File: config.mk
export PLATFORM = sky130hd
export DESIGN_NAME = restart_sequencer
export DESIGN_NICKNAME = d
export VERILOG_FILES = /design/src/rtl/seq_pkg.sv /design/src/rtl/dbank_tracker.sv /design/src/rtl/prog_bank_ctrl.sv /design/src/rtl/restart_fsm.sv /design/src/rtl/restart_sequencer.sv
export SDC_FILE = /design/constraint.sdc
export NUM_CORES = 1
export LEC_CHECK = 0
export BUFFER_PORTS_ARGS = -buffer_cell sky130_fd_sc_hd__clkbuf_2
export CAP_MARGIN = 15
export CORE_MARGIN = 8
export CORE_UTILIZATION = 32
export CTS_BUF_LIST = sky130_fd_sc_hd__clkbuf_8
export CTS_CLUSTER_SIZE = 25
export DETAILED_ROUTE_END_ITERATION = 10
export GPL_ROUTABILITY_DRIVEN = 0
export PLACE_DENSITY_LB_ADDON = 0.25
export SKIP_LAST_GASP = 1
export SLEW_MARGIN = 20
export SYNTH_ARGS = -nofsm -noshare
export SYNTH_HDL_FRONTEND = slang
export SYNTH_HIERARCHICAL = 1
export SYNTH_SLANG_ARGS = --single-unit
File: constraint.sdc
create_clock -name clk -period 3 [get_ports clk]
set_input_delay 0 -clock clk [delete_from_list [all_inputs] [get_ports clk]]
set_output_delay 0 -clock clk [all_outputs]
set_load 0.1 [all_outputs]
File: src/rtl/seq_pkg.sv
package seq_pkg;

  typedef enum logic [2:0] {
    ST_IDLE   = 3'd0,
    ST_PULSE1 = 3'd1,
    ST_PULSE2 = 3'd2,
    ST_RUN    = 3'd3,
    ST_DONE   = 3'd4
  } seq_state_t;

  // True when a processor output write targets the completion port.
  function automatic logic is_done_write(input logic strobe,
                                         input logic [7:0] port,
                                         input logic [7:0] done_port);
    return strobe && (port == done_port);
  endfunction

endpackage

File: src/rtl/dbank_tracker.sv
module dbank_tracker #(
  parameter int NB = 4,
  localparam int IW = (NB > 1) ? $clog2(NB) : 1
) (
  input  logic          clk,
  input  logic          rst_n,
  input  logic [NB-1:0] fill_i,
  input  logic          take_i,
  input  logic          release_i,
  input  logic [IW-1:0] rel_idx_i,
  output logic          any_o,
  output logic [IW-1:0] cur_o
);

  logic [NB-1:0] valid_q;
  logic [IW-1:0] cur_q;
  logic [IW:0]   pick;

  // Round-robin search: first set bit strictly after 'after', wrapping.
  function automatic logic [IW:0] rr_pick(input logic [NB-1:0] v,
                                          input logic [IW-1:0] after);
    logic [IW:0] r;
    r = '0;
    for (int k = 1; k <= NB; k++) begin
      int j;
      j = (int'(after) + k) % NB;
      if (v[j] && !r[IW]) r = {1'b1, IW'(j)};
    end
    return r;
  endfunction

  assign pick  = rr_pick(valid_q, cur_q);
  assign any_o = pick[IW];
  assign cur_o = cur_q;

  always_ff @(posedge clk) begin
    if (!rst_n) begin
      valid_q <= '0;
      cur_q   <= IW'(NB - 1);
    end else begin
      for (int b = 0; b < NB; b++) begin
        if (fill_i[b]) valid_q[b] <= 1'b1;
        else if (release_i && (rel_idx_i == IW'(b))) valid_q[b] <= 1'b0;
      end
      if (take_i) cur_q <= pick[IW-1:0];
    end
  end

  assert_release_owned_R9: assert property (@(posedge clk) disable iff (!rst_n)
    release_i |-> valid_q[rel_idx_i]);
  assert_pick_filled_R8: assert property (@(posedge clk) disable iff (!rst_n)
    take_i |=> valid_q[cur_q]);

endmodule

File: src/rtl/prog_bank_ctrl.sv
module prog_bank_ctrl (
  input  logic clk,
  input  logic rst_n,
  input  logic prog_loaded_i,
  input  logic take_i,
  output logic bank_o
);

  logic pend_q;
  logic bank_q;

  always_ff @(posedge clk) begin
    if (!rst_n) begin
      pend_q <= 1'b0;
      bank_q <= 1'b0;
    end else begin
      pend_q <= prog_loaded_i | (pend_q & ~take_i);
      if (take_i && pend_q) bank_q <= ~bank_q;
    end
  end

  assign bank_o = bank_q;

  assert_swap_at_take_R4: assert property (@(posedge clk) disable iff (!rst_n)
    !$stable(bank_q) |-> $past(take_i));

endmodule

File: src/rtl/restart_fsm.sv
module restart_fsm
  import seq_pkg::*;
(
  input  logic clk,
  input  logic rst_n,
  input  logic any_valid_i,
  input  logic done_wr_i,
  input  logic rx_busy_i,
  output logic take_o,
  output logic irq_o,
  output logic release_o
);

  seq_state_t state_q, state_d;

  always_comb begin
    state_d = state_q;
    unique case (state_q)
      ST_IDLE:   if (any_valid_i) state_d = ST_PULSE1;
      ST_PULSE1: state_d = ST_PULSE2;
      ST_PULSE2: state_d = ST_RUN;
      ST_RUN:    if (done_wr_i) state_d = ST_DONE;
      ST_DONE:   if (!rx_busy_i) state_d = ST_IDLE;
      default:   state_d = ST_IDLE;
    endcase
  end

  always_ff @(posedge clk) begin
    if (!rst_n) state_q <= ST_IDLE;
    else        state_q <= state_d;
  end

  assign take_o    = (state_q == ST_IDLE) && any_valid_i;
  assign irq_o     = (state_q == ST_PULSE1) || (state_q == ST_PULSE2);
  assign release_o = (state_q == ST_DONE) && !rx_busy_i;

  assert_irq_two_R1: assert property (@(posedge clk) disable iff (!rst_n)
    $rose(irq_o) |=> irq_o ##1 !irq_o);
  assert_start_needs_data_R2: assert property (@(posedge clk) disable iff (!rst_n)
    $rose(irq_o) |-> $past(any_valid_i));
  assert_release_gate_R7: assert property (@(posedge clk) disable iff (!rst_n)
    release_o |-> !rx_busy_i);

endmodule

File: src/rtl/restart_sequencer.sv
module restart_sequencer
  import seq_pkg::*;
#(
  parameter int NUM_DBANKS = 4,
  parameter int PORT_W = 8,
  parameter logic [PORT_W-1:0] DONE_PORT = 8'hFF,
  localparam int IW = (NUM_DBANKS > 1) ? $clog2(NUM_DBANKS) : 1
) (
  input  logic                  clk,
  input  logic                  rst_n,
  input  logic [NUM_DBANKS-1:0] dbank_fill_i,
  input  logic                  prog_loaded_i,
  input  logic                  rx_busy_i,
  input  logic                  wr_strobe_i,
  input  logic [PORT_W-1:0]     port_id_i,
  output logic                  cpu_irq_o,
  output logic                  prog_bank_o,
  output logic [IW-1:0]         data_bank_o,
  output logic                  release_o,
  output logic [IW-1:0]         release_bank_o
);

  logic any_valid;
  logic take;
  logic done_wr;
  logic rel;
  logic [IW-1:0] cur_bank;

  assign done_wr = is_done_write(wr_strobe_i, 8'(port_id_i), 8'(DONE_PORT));

  dbank_tracker #(.NB(NUM_DBANKS)) u_track (
    .clk       (clk),
    .rst_n     (rst_n),
    .fill_i    (dbank_fill_i),
    .take_i    (take),
    .release_i (rel),
    .rel_idx_i (cur_bank),
    .any_o     (any_valid),
    .cur_o     (cur_bank)
  );

  prog_bank_ctrl u_prog (
    .clk           (clk),
    .rst_n         (rst_n),
    .prog_loaded_i (prog_loaded_i),
    .take_i        (take),
    .bank_o        (prog_bank_o)
  );

  restart_fsm u_fsm (
    .clk         (clk),
    .rst_n       (rst_n),
    .any_valid_i (any_valid),
    .done_wr_i   (done_wr),
    .rx_busy_i   (rx_busy_i),
    .take_o      (take),
    .irq_o       (cpu_irq_o),
    .release_o   (rel)
  );

  assign data_bank_o    = cur_bank;
  assign release_o      = rel;
  assign release_bank_o = cur_bank;

  assert_bank_only_at_restart_R5: assert property (@(posedge clk) disable iff (!rst_n)
    !$stable(prog_bank_o) |-> $rose(cpu_irq_o));
  assert_bank_held_in_job_R3: assert property (@(posedge clk) disable iff (!rst_n)
    (cpu_irq_o && !$rose(cpu_irq_o)) |-> $stable(data_bank_o));

endmodule

==> metrics.txt, run 1 <==
most common library cell in the layout ignoring fill and taps clkbuf_2; ratio of total power to cell area 586 nW/um2; starting density of the core 0.341; startpoint of the tightest hold check path dbank_fill_i[3]; detailed-route wire length ~1500 um; number of distinct library cells after synthesis 39; Hold Buf Count CTS 1; hold crit path type in -> reg; vias in the first global route about 600; data required time at the worst endpoint about 3100 ps; Overall Global Routing Usage 0.0898; fill cell count ~210; buffers inserted during post-CTS setup optimization 0; endpoint of the worst-slack reg-to-reg timing path u_track/cur_o[1]; EDFF count, synth 0; kind of start point of the critical path register; gr ovfl total 0; Final Setup Violations 0; core footprint ~2000 um2; reg2reg setup slack 1280 ps; leading cell types in the layout, fill and taps excluded 23 x clkbuf_2, 11 x dfxtp_1, 6 x nor2b_1; Fin Setup TNS 0 ps; via count 617; Mapped Area between 600 and 700 um2; sequential element share of the synthesized area 0.329; CTS tree yes; cell count after placement 120; top cell type by total area after synthesis dfxtp_1; insertion delay of the later-clocked pin in the worst-skew pair ~230 ps; CTS resizes 0; most used flip-flop cell after synthesis dfxtp_1; startpoint of the worst register-to-register path u_track/valid_q[1]; CP Class reg -> reg; FF+latch count, synth 11; maximum clock frequency 583 MHz; RSZ-0062 raised after global routing no; average wire length per cell after detail routing around 12 um; VDD IR max roughly 0.00028 V; static leakage 0.000364 uW; Die Footprint ~3800 um2; Final nets 116; vias per inst between 4 and 5; initial antenna violation count 0; transition time of the tightest slew-check pin 535 ps; relative slew slack 0.641; Slew Limit Fails 0; Min-Delay Endpoint u_track/valid_q[3]; Post-Synthesis Mean Instance Area between 9 and 10 um2; number of maximum-capacitance constraint violations 0; buffer type at the clock tree root clkbuf_8; detailed-route wire length on metal 1 roughly 760 um; Cells after Synth 74; depth of the worst register-to-register path 5; routed wire length on met3 just under 90 um; highest metal layer with signal wires met4; routed wl met2 between 600 and 700 um; floorplan die height between 60 and 70 um; run status finished clean; hold path cells 3; endpoint class of the critical path register; die width 61.7 um; # DRC 0; number of search-and-repair iterations in the first detailed-routing pass 4; top area cells in the synthesized netlist dfxtp_1 33%, nor2b_1 5.6%, nand3b_1 4.5%, a21oi_1 3.7%, buf_6 3.4%; part of the cycle the worst path needs 0.572; final-report hold violation count 0; maximum number of pins on one net before global-route repair 15; clock edge transition at the registers on the reported setup and hold paths approximately 50 ps; Clock Skew ~6 ps; maximum buffer depth of the clock tree 2; proportion of synthesized flip-flops having asynchronous set or reset 0; H-tree depth 1; crit path DAT ~1800 ps; Site Rows 16; detailed router's first-iteration violation count 24; diodes inserted 0; post-detail-place hpwl 1210 um; Post-Layout Cell Count ~130; DRT antenna net count 0; number of buffer cells added on primary ports 23; proportion of layout cells with a drive suffix above 1 0.367; number of synthesis warnings 6; total CTS buffers 3; CTS Sinks 11; synthesized net count ~90; I/O pin total 24; largest driver fanout on the critical path 9; minimum period implied by the final worst setup slack about 1700 ps; area overhead of the layout relative to synthesis 27.1%; Synth top area share 0.329; first-pass GRT wire length 2590 um
[area by class of cell]
| type | instances | area [um2] | area share |
|---|---|---|---|
| tap | 27 | 33.8 | 0.0397 |
| clock inverter | 1 | 3.75 | 0.00441 |
| sequential | 11 | 220 | 0.259 |
| clock buffer | 3 | 41.3 | 0.0485 |
| timing repair buffer | 24 | 125 | 0.147 |
| inverter | 3 | 11.3 | 0.0132 |
| multi-input combinational | 56 | 415 | 0.488 |
[registers in the layout, indices dropped and copies added (netlist names), named ones only]
register and cells:
u_track/cur_o 1, u_fsm/state_q 3, u_track/valid_q 4, u_prog/pend_q 1, u_prog/bank_o 1
[cells by family (layout without fill, tap and decap cells)]
| family | after synthesis | after routing | synth area share |
|---|---|---|---|
| xor gates and xnor gates | 1 | 1 | 0.0131 |
| buffers and inverters | 7 | 31 | 0.0729 |
| AOI/OAI and AO/OA | 19 | 19 | 0.215 |
| DFF | 11 | 11 | 0.329 |
| muxes | 1 | 1 | 0.0150 |
| and+or+nand+nor | 35 | 35 | 0.355 |
[synthesized netlist by cell type, types with 2 or more instances]
master / number
a21oi_1: 5
dfxtp_1: 11
nand3b_1: 4
buf_4: 2
nor2b_1: 6
inv_1: 3
nand2b_1: 3
nand2_1: 4
or3b_2: 2
buf_6: 2
nand3_1: 2
nor2_1: 2
nor3_1: 2
[worst max path at each step]
stage	startpoint	endpoint	slack [ps]	cells past startpoint
6_report	u_track/valid_q[1]	u_track/cur_o[1]	1280	5
5_1_grt	u_track/valid_q[1]	u_track/cur_o[1]	1110	5
4_1_cts	u_track/valid_q[1]	register	1270	5
3_5_place_dp	u_track/valid_q[1]	register	1300	5
3_3_place_gp	u_track/valid_q[3]	register	1350	5
2_1_floorplan	u_fsm/state_q[1]	u_track/valid_q[0]	610	5
[stage by stage]
stage	setup WS, ps	area [um2]	hold slack (ps)	total power [uW]	utilization
6_report	1280	851	4.48	498	0.434
5_1_grt	1110	851	33.3	524	0.434
4_1_cts	1270	851	7.84	504	0.434
3_5_place_dp	1300	796	227	361	0.406
3_3_place_gp	1350	796	217	360	0.406
2_1_floorplan	607	684	80.8	336	-
[critical path, cell delays in order, from the launching register on]
cell      delay, ps
dfxtp_1         470
or4_2           200
nand2b_4         60
nor3_1          420
o21ai_0         170
a311o_1         280
[power breakdown]
part	internal, uW	total [uW]	switching [uW]
Sequential	160	188	28.3
Combinational	47.7	170	123
Clock	89.4	140	50.6
[routing by layer]
| layer | track usage | up-vias |
|---|---|---|
| met5 | 0 | - |
| met4 | 0.0487 | 0 |
| met3 | 0.0206 | 2 |
| met2 | 0.129 | 20 |
| met1 | 0.120 | 278 |
| li1 | - | 317 |
(Power assumes the default switching activity.)
==> run 2, diff against run 1 <==
==> constraint.sdc (replaced) <==
create_clock -name clk -period 1.5 [get_ports clk]
set_input_delay 0 -clock clk [delete_from_list [all_inputs] [get_ports clk]]
set_output_delay 0 -clock clk [all_outputs]
set_load 0.1 [all_outputs]
==> run 2 against run 1 <==
Effect of this change:
- the flow now finishes with violations (negative hold slack)
- register-to-register slack lost 1200 ps
- routed wire length up 14%
- clock power up 110%
- clock skew is 4.0 ps lower
- combinational power is 140% higher
- worst hold slack got worse by 6.4 ps
- critical path type unchanged
- largest power group is now combinational cells
- highest routed layer unchanged
==> metrics.txt, run 2 (same netlist as run 1, synthesis figures left out) <==
run status finished, violations left (was finished clean); violations in the final reports negative hold slack; H-tree depth 1 (unchanged); post-detail-place hpwl 1350 um (was 1210 um); switching share of power 0.403 (was 0.404); internal power 630 uW (was 297 uW); vias per inst 4.83 (was 4.94); kind of start point of the critical path register (unchanged); post-place setup slack -97.7 ps (was 1300 ps); initial antenna violation count 0 (unchanged); maximum number of pins on one net before global-route repair 15 (unchanged); final setup slack of the worst path 96.5 ps (was 1280 ps); largest driver fanout on the critical path 6 (was 9); total cell area at the placement stage 892 um2 (was 796 um2); number of search-and-repair iterations in the first detailed-routing pass 3 (was 4); via count 652 (was 617); fill cell count 206 (was 211); largest registers u_track/valid_q (4), u_fsm/state_q (3) (unchanged); average wire length per cell after detail routing 12.9 um (was 12.2 um); Die Footprint 3810 um2 (unchanged); sequential power share 0.340 (was 0.377); Slew Limit Fails 0 (unchanged); maximum clock frequency 713 MHz (was 583 MHz); crit path DAT 1580 ps (was 1830 ps); starting density of the core 0.341 (unchanged); data required time at the worst endpoint 1670 ps (was 3110 ps); hold crit path type in -> reg (unchanged); clock edge transition at the registers on the reported setup and hold paths 50 ps (about the same); Post-Layout Cell Count 135 (was 125); part of the cycle the worst path needs 0.936 (was 0.572); Overall Global Routing Usage 0.0992 (was 0.0898); maximum buffer depth of the clock tree 2 (unchanged); relative slew slack 0.640 (was 0.641); static leakage 0.000421 uW (was 0.000364 uW); launch point of the worst path u_track/valid_q[3] (was u_track/valid_q[1]); detailed-route wire length 1740 um (was 1520 um); leading cell types in the layout, fill and taps excluded 21 x clkbuf_2, 10 x buf_4, 9 x dfxtp_1 (was 23 x clkbuf_2, 11 x dfxtp_1, 6 x nor2b_1); gr ovfl total 0 (unchanged); Site Rows 16 (unchanged); final core area utilization 0.492 (was 0.434); register with the most flip-flops u_track/valid_q (unchanged); buffer type at the clock tree root clkbuf_8 (unchanged); Final Setup Violations 0 (unchanged); CTS Sinks 11 (unchanged); area overhead of the layout relative to synthesis 44.1% (was 27.1%); # DRC 0 (unchanged); DRT antenna net count 0 (unchanged); first-pass GRT wire length 2870 um (was 2590 um); startpoint of the worst register-to-register path u_track/valid_q[3] (was u_track/valid_q[1]); minimum period implied by the final worst setup slack 1400 ps (was 1720 ps); RSZ-0062 raised after global routing no (unchanged); Comb power frac 0.386 (was 0.342); CP Capture Point u_track/cur_o[1] (unchanged); Hold Slack -1.95 ps (was 4.48 ps); VDD IR max 0.000648 V (was 0.000283 V); detailed router's first-iteration violation count 9 (was 24); number of maximum-capacitance constraint violations 0 (unchanged); Final nets 126 (was 116); endpoint of the worst-slack reg-to-reg timing path u_track/cur_o[1] (unchanged); depth of the worst register-to-register path 4 (was 5); CP Class reg -> reg (unchanged); CTS tree yes (unchanged); insertion delay of the later-clocked pin in the worst-skew pair 230 ps (about the same); Clock Skew 2.06 ps (was 6.08 ps); total CTS buffers 3 (unchanged); proportion of power drawn by the clock network 0.274 (was 0.281); transition time of the tightest slew-check pin 542 ps (was 535 ps); number of buffer cells added on primary ports 23 (unchanged); endpoint class of the critical path register (unchanged); ratio of total power to cell area 1090 nW/um2 (was 586 nW/um2); I/O pin total 24 (unchanged); diodes inserted 0 (unchanged); most common library cell in the layout ignoring fill and taps clkbuf_2 (unchanged); floorplan die height 61.7 um (unchanged); vias in the first global route 660 (was 617); reg2reg setup slack 100 ps (was 1280 ps); core footprint 1960 um2 (unchanged); proportion of layout cells with a drive suffix above 1 0.463 (was 0.367); post-route cell area 965 um2 (was 851 um2); die width 61.7 um (unchanged); cell count after placement 129 (was 120); final-report hold violation count 1 (was 0); switching component of the power 426 uW (was 202 uW); number of flip-flops in the largest register 4 (unchanged)
## run 2: power groups by stage
stage	sequential, uW	clock, uW	combinational [uW]
CTS	359	299	409
global route	363	318	430
detailed placement	363	0	401
floorplan	438	0	238
finish	359	289	408
global placement	362	0	395
## run 2: worst min path at each step
stage	startpoint	to	slack [ps]	cells past startpoint
floorplan	rst_n	register	80	1
global placement	prog_loaded_i	u_prog/pend_q	210	2
detailed placement	prog_loaded_i	u_prog/pend_q	210	2
CTS	dbank_fill_i[3]	u_track/valid_q[3]	3	3
global route	dbank_fill_i[1]	u_track/valid_q[1]	1	3
finish	dbank_fill_i[3]	u_track/valid_q[3]	-2	3
## run 2: cell type report
type / count / area, um2 / share of cell area
Multi-Input combinational cell: 56 / 432 / 0.447
Sequential cell: 11 / 223 / 0.231
Timing Repair Buffer: 34 / 220 / 0.228
Clock buffer: 3 / 41.3 / 0.0428
Tap cell: 27 / 33.8 / 0.0350
Inverter: 3 / 11.3 / 0.0117
Clock inverter: 1 / 3.75 / 0.00389
## run 2: per-layer routing
layer  track usage  part of all wire  vias up
met5             0                 0        -
li1              -                 -      340
met2         0.167              0.49       10
met3        0.0267             0.044        2
met4        0.0292            0.0057        0
met1         0.120              0.46      300
## run 2: what timing repair did
item                                   CTS  global route
setup endpoints to repair                4             0
endpoints found under the hold margin    2             0
resized for setup                        2             0
setup buffers                            0             0
hold buffers                             2             0
## run 2: critical path: stages, from the launching register on
cell and delay, ps:
dfxtp_1 310, buf_4 150, or3b_1 380, a2111oi_2 360, a311o_1 150
## run 2: through the flow
stage	power [uW]	setup TNS (ps)	hold WS [ps]
6_report	1060	0	-1.95
5_1_grt	1110	0	1.04
4_1_cts	1070	0	2.69
3_5_place_dp	765	-193	215
3_3_place_gp	758	-122	210
2_1_floorplan	676	-2670	80.7
